[config.mk]
export PLATFORM = sky130hd
export DESIGN_NAME = xbus_wait_gen
export DESIGN_NICKNAME = d
export VERILOG_FILES = /design/src/rtl/xbus_wait_pkg.sv /design/src/rtl/xbus_rst_sync.sv /design/src/rtl/xbus_wait_cfg.sv /design/src/rtl/xbus_wait_calc.sv /design/src/rtl/xbus_wait_seq.sv /design/src/rtl/xbus_wait_gen.sv
export SDC_FILE = /design/constraint.sdc
export NUM_CORES = 1
export LEC_CHECK = 0
export ABC_CLOCK_PERIOD_IN_PS = 1700
export BUFFER_PORTS_ARGS = -buffer_cell sky130_fd_sc_hd__buf_2
export CORE_MARGIN = 2
export CORE_UTILIZATION = 40
export DETAILED_ROUTE_END_ITERATION = 7
export GPL_TIMING_DRIVEN = 0
export SYNTH_ARGS = -nofsm -noshare
export SYNTH_HDL_FRONTEND = slang
export SYNTH_SLANG_ARGS = --single-unit
[constraint.sdc]
create_clock -name clk -period 1.7 [get_ports clk]
set_input_delay 0.085 -clock clk [delete_from_list [all_inputs] [get_ports clk]]
set_output_delay 0.085 -clock clk [all_outputs]
set_load 0.01 [all_outputs]
[src/rtl/xbus_wait_pkg.sv]
package xbus_wait_pkg;

  typedef enum logic [1:0] {
    ST_IDLE = 2'd0,
    ST_WAIT = 2'd1,
    ST_RDY  = 2'd2,
    ST_DONE = 2'd3
  } wait_state_t;

endpackage

[src/rtl/xbus_rst_sync.sv]
module xbus_rst_sync (
  input  logic clk,
  input  logic rst_n,
  output logic rst_n_sync
);

  logic [1:0] sync_q;

  always_ff @(posedge clk or negedge rst_n) begin
    if (!rst_n) begin
      sync_q <= 2'b00;
    end else begin
      sync_q <= {sync_q[0], 1'b1};
    end
  end

  assign rst_n_sync = sync_q[1];

endmodule

[src/rtl/xbus_wait_cfg.sv]
module xbus_wait_cfg #(
  parameter int N_RANGES = 5,
  parameter int FIELD_W  = 3,
  localparam int CFG_W   = N_RANGES * FIELD_W + 1
) (
  input  logic             clk,
  input  logic             rst_n,
  input  logic             we,
  input  logic [CFG_W-1:0] wdata,
  output logic [CFG_W-1:0] cfg,
  output logic             fields_zero
);

  localparam logic [CFG_W-1:0] RST_VAL = {1'b0, {N_RANGES{ {FIELD_W{1'b1}} }}};

  logic [CFG_W-1:0] cfg_q;
  logic [CFG_W-1:0] cfg_d;

  always_comb begin
    cfg_d = cfg_q;
    if (we) begin
      cfg_d = wdata;
    end
  end

  always_ff @(posedge clk or negedge rst_n) begin
    if (!rst_n) begin
      cfg_q <= RST_VAL;
    end else begin
      cfg_q <= cfg_d;
    end
  end

  assign cfg         = cfg_q;
  assign fields_zero = ~|cfg_q[N_RANGES*FIELD_W-1:0];

endmodule

[src/rtl/xbus_wait_calc.sv]
module xbus_wait_calc #(
  parameter int N_RANGES = 5,
  parameter int FIELD_W  = 3,
  localparam int CFG_W   = N_RANGES * FIELD_W + 1,
  localparam int SEL_W   = $clog2(N_RANGES),
  localparam int CNT_W   = FIELD_W + 1
) (
  input  logic [CFG_W-1:0] cfg,
  input  logic [SEL_W-1:0] sel,
  output logic [CNT_W-1:0] wait_cnt
);

  logic [FIELD_W-1:0] fields [N_RANGES];
  logic [FIELD_W-1:0] field_sel;
  logic               dbl;

  for (genvar g = 0; g < N_RANGES; g++) begin : g_field
    assign fields[g] = cfg[g*FIELD_W +: FIELD_W];
  end

  always_comb begin
    field_sel = '0;
    for (int i = 0; i < N_RANGES; i++) begin
      if (sel == SEL_W'(i)) begin
        field_sel = fields[i];
      end
    end
  end

  assign dbl      = cfg[CFG_W-1];
  assign wait_cnt = dbl ? {field_sel, 1'b0} : {1'b0, field_sel};

endmodule

[src/rtl/xbus_wait_seq.sv]
module xbus_wait_seq
  import xbus_wait_pkg::*;
#(
  parameter int CNT_W = 4
) (
  input  logic             clk,
  input  logic             rst_n,
  input  logic             req,
  input  logic [CNT_W-1:0] wait_cnt,
  input  logic             ext_ready,
  output logic             stall,
  output logic             done,
  output logic             wait_phase,
  output logic             rdy_phase
);

  wait_state_t      st_q, st_d;
  logic [CNT_W-1:0] cnt_q, cnt_d;
  logic             cnt_ce;

  always_comb begin
    st_d   = st_q;
    cnt_d  = cnt_q;
    cnt_ce = 1'b0;
    unique case (st_q)
      ST_IDLE: begin
        if (req) begin
          if (wait_cnt == '0) begin
            st_d = ST_RDY;
          end else begin
            st_d   = ST_WAIT;
            cnt_d  = wait_cnt;
            cnt_ce = 1'b1;
          end
        end
      end
      ST_WAIT: begin
        cnt_d  = cnt_q - CNT_W'(1);
        cnt_ce = 1'b1;
        if (cnt_q == CNT_W'(1)) begin
          st_d = ST_RDY;
        end
      end
      ST_RDY: begin
        if (ext_ready) begin
          st_d = ST_DONE;
        end
      end
      ST_DONE: begin
        st_d = ST_IDLE;
      end
      default: begin
        st_d = ST_IDLE;
      end
    endcase
  end

  always_ff @(posedge clk or negedge rst_n) begin
    if (!rst_n) begin
      st_q <= ST_IDLE;
    end else begin
      st_q <= st_d;
    end
  end

  always_ff @(posedge clk or negedge rst_n) begin
    if (!rst_n) begin
      cnt_q <= '0;
    end else if (cnt_ce) begin
      cnt_q <= cnt_d;
    end
  end

  assign wait_phase = (st_q == ST_WAIT);
  assign rdy_phase  = (st_q == ST_RDY);
  assign stall      = wait_phase | rdy_phase;
  assign done       = (st_q == ST_DONE);

endmodule

[src/rtl/xbus_wait_gen.sv]
module xbus_wait_gen #(
  parameter int N_RANGES = 5,
  parameter int FIELD_W  = 3,
  localparam int CFG_W   = N_RANGES * FIELD_W + 1,
  localparam int SEL_W   = $clog2(N_RANGES),
  localparam int CNT_W   = FIELD_W + 1
) (
  input  logic             clk,
  input  logic             rst_n,
  input  logic             cfg_we,
  input  logic [CFG_W-1:0] cfg_wdata,
  input  logic             req,
  input  logic [SEL_W-1:0] req_range,
  input  logic             ext_ready,
  output logic             stall,
  output logic             done,
  output logic             count_clk_en
);

  logic             rst_n_sync;
  logic [CFG_W-1:0] cfg;
  logic             fields_zero;
  logic [CNT_W-1:0] wait_cnt;
  logic             wait_phase;
  logic             rdy_phase;

  xbus_rst_sync u_rst (
    .clk        (clk),
    .rst_n      (rst_n),
    .rst_n_sync (rst_n_sync)
  );

  xbus_wait_cfg #(.N_RANGES(N_RANGES), .FIELD_W(FIELD_W)) u_cfg (
    .clk         (clk),
    .rst_n       (rst_n_sync),
    .we          (cfg_we),
    .wdata       (cfg_wdata),
    .cfg         (cfg),
    .fields_zero (fields_zero)
  );

  xbus_wait_calc #(.N_RANGES(N_RANGES), .FIELD_W(FIELD_W)) u_calc (
    .cfg      (cfg),
    .sel      (req_range),
    .wait_cnt (wait_cnt)
  );

  xbus_wait_seq #(.CNT_W(CNT_W)) u_seq (
    .clk        (clk),
    .rst_n      (rst_n_sync),
    .req        (req),
    .wait_cnt   (wait_cnt),
    .ext_ready  (ext_ready),
    .stall      (stall),
    .done       (done),
    .wait_phase (wait_phase),
    .rdy_phase  (rdy_phase)
  );

  assign count_clk_en = ~fields_zero | wait_phase;

endmodule

==> metrics.txt <==
Synth Area in Simple Gates=13.6%; Avg Synthesized Cell Area=11.9 µm²; Worst path slowest cell=dfstp_2; commonest non-fill, non-tap cell in the layout=buf_2; end of the critical path=u_seq.cnt_q[3]$_DFFE_PN0P_; Distinct cells, synth=43; Placed Instances=189; Critical Path End Type=flip-flop; CTS tree=built; Max H-tree Level=1; sequential area share after synthesis=42.9%; most frequent cells in the layout=buf_2, mux2_2, dlygate4sd3_1, dfstp_2, buf_4; first-pass GRT wire length=5150 µm; mux share of post-synthesis cell area=18.6%; CTS max path bufs=2; final worst-path cycle share=100%; fin cells=220; PnR worst setup slack=-8.39 ps; status=finished, violations left; synthesized area=1450 µm²; f_max=0.585 GHz; DP Worst Slack=-212 ps; total of max-cap violations=0; post-route minimum period=1710 ps; largest net degree at the start of global routing=23; Slew HR=42.3%; Fin. Hold Viols=0; Max Slew Vio Count=0; r2r startpoint=u_cfg.cfg[8]$_DFFE_PN1P_; area grow syn2layout=35.0%; placed cell areas=1610 µm²; Synth Flop Type=dfstp_2; die height=64.1 µm; maximum VDD drop=0.406 mV; grt ovf=0; Seq cells post-synth=24; final wirelength=3070 µm; GRT Resource Usage Total=15.8%; fraction of layout instances using a drive strength above 1=52.9%; vias in the first global route=1,161; Worst Setup SP=u_cfg.cfg[8]$_DFFE_PN1P_; Synth Net Count=152; Die W=64.1 µm; clk_lat worst skew=310 ps; global placer's final weighted congestion=0.847; Worst Max-Slew Pin Slew=866 ps; pwr/cell area=1130 nW/µm²; Compound-Gate Fraction of Synth Area=13.3%; max incr delay on CP=560 ps; post-synthesis adder-cell area fraction=6.06%; post-synthesis xor/xnor area fraction=0.606%; reg-to-reg endpoint=u_seq.cnt_q[3]$_DFFE_PN0P_; data required time of the worst path=1910 ps; vias per inst=5.16; clock edge transition at the registers on the reported setup and hold paths=130 ps; hold slack=12.5 ps; Ant. Diodes=0; number of synthesized flops with an enable pin=0; crit path launch type=flip-flop; worst-path fanout max=3; CP Cell Sequence=mux2i_1, o21a_1, o211ai_1, o31ai_4, a221o_1; Sink Count=24; Inserted Clock Buffers=3; Clock Tree Root=clkbuf_4; largest family of logic cells by synthesized area=multiplexers; post-layout util=57.1%; Mapped Cells=121; violated checks=negative setup slack; initial antenna violation count=0; worst endpoint data arrival time=1920 ps; routed len/inst=14.0 µm; # setup viols final=2; cells on worst reg2reg path=5; Detailed Place HPWL=2110 µm; Clock Skew=5.89 ps; Total Power=2.21 mW; Leakage=0.829 nW; iteration count of the initial detailed-routing pass=4; crit path kind=reg -> reg; async set-or-reset flop fraction in the synthesized netlist=100%; TNS Setup=-8.83 ps; row count=21; RSZ-0062 raised after global routing=yes; Hold WC Path Type=in -> reg; initial core utilization=42.3%; DR vias=1,136; # port buffers=22; IO Pins=27; DIE AREA=4110 µm²; Ys Warns=0; nets=206; Routed Antenna Nets=0; post-route cell area=1950 µm²; core area=3420 µm²; initial drt markers=52; # DRC=0; r2r setup slk=-8 ps
==> report_power, final <==
group	switching [mW]	total, mW	internal [mW]
logic	0.502	1.09	0.588
clock network	0.164	0.294	0.131
registers	0.112	0.825	0.713
total	0.778	2.21	1.43
==> sequential cells by signal, indices dropped and copies added (netlist names) <==
| name | flops |
|---|---|
| u_cfg.cfg | 16 |
| u_rst.sync_q | 2 |
| u_seq.cnt_q | 4 |
| u_seq.st_q | 2 |
==> routing by layer <==
layer	GRT usage [%]	up-vias	wire (µm)	share of wire (%)
li1	-	551	-	-
met1	19.8	563	1360	44
met2	28.9	18	1610	53
met3	1.58	4	72	2.3
met4	3.99	0	25	0.81
met5	0	-	0	0
==> worst min-delay path by stage <==
stage / start / endpoint / slack [ps] / cells past startpoint
floorplan: rst_n / u_rst.sync_q[0]$_DFF_PN0_ / -210 / 0
global placement: rst_n / u_rst.sync_q[0]$_DFF_PN0_ / -130 / 1
detailed placement: rst_n / u_rst.sync_q[0]$_DFF_PN0_ / -130 / 1
CTS: cfg_wdata[0] / u_cfg.cfg[0]$_DFFE_PN1P_ / 0.4 / 2
global route: cfg_wdata[10] / u_cfg.cfg[10]$_DFFE_PN1P_ / 9 / 2
finish: cfg_wdata[10] / u_cfg.cfg[10]$_DFFE_PN1P_ / 10 / 2
==> cells by family after synthesis <==
logic type                 count (synthesis)
adders and majority gates                  7
muxes                                     24
other                                      1
AOI/OAI and AO/OA                         21
buffers and inverters                     12
DFF                                       24
and+or+nand+nor                           31
xor gates and xnor gates                   1
==> worst max-delay path, delay by kind of cell, from the launching register on <==
kind               cells  cell delay [ps]
AOI/OAI and AO/OA      4              980
DFF                    1              560
muxes                  1               70
==> synthesized netlist by cell type (all sizes together), types with 3 or more instances <==
library cell / instances / area, µm²
nand2: 5 / 26.3
dfrtp: 9 / 225
o32ai: 3 / 26.3
nand2b: 3 / 18.8
nand3b: 4 / 30.0
mux2: 20 / 229
buf: 5 / 41.3
inv: 6 / 22.5
dfstp: 15 / 394
mux2i: 4 / 40.0
o21ai: 3 / 15.0
nor4: 4 / 25.0
ha: 7 / 87.6
==> what timing repair did <==
action                                  4_1_cts  5_1_grt
gates cloned                                  0        0
pin swaps                                     8        4
endpoints found under the hold margin        12        4
hold buffers                                 11        4
endpoints found under the setup margin        7        6
setup buffers                                11        1
gates resized for setup                       8        6
==> final cells by class <==
type	count	area (µm²)
clock buffers	4	36.3
fillers	314	1470
multi-input cells	85	816
flip-flops and latches	24	619
well taps	46	57.6
inverters	6	22.5
plain buffers	6	48.8
repair buffers	49	350
Power figures use the tool's default switching activity.
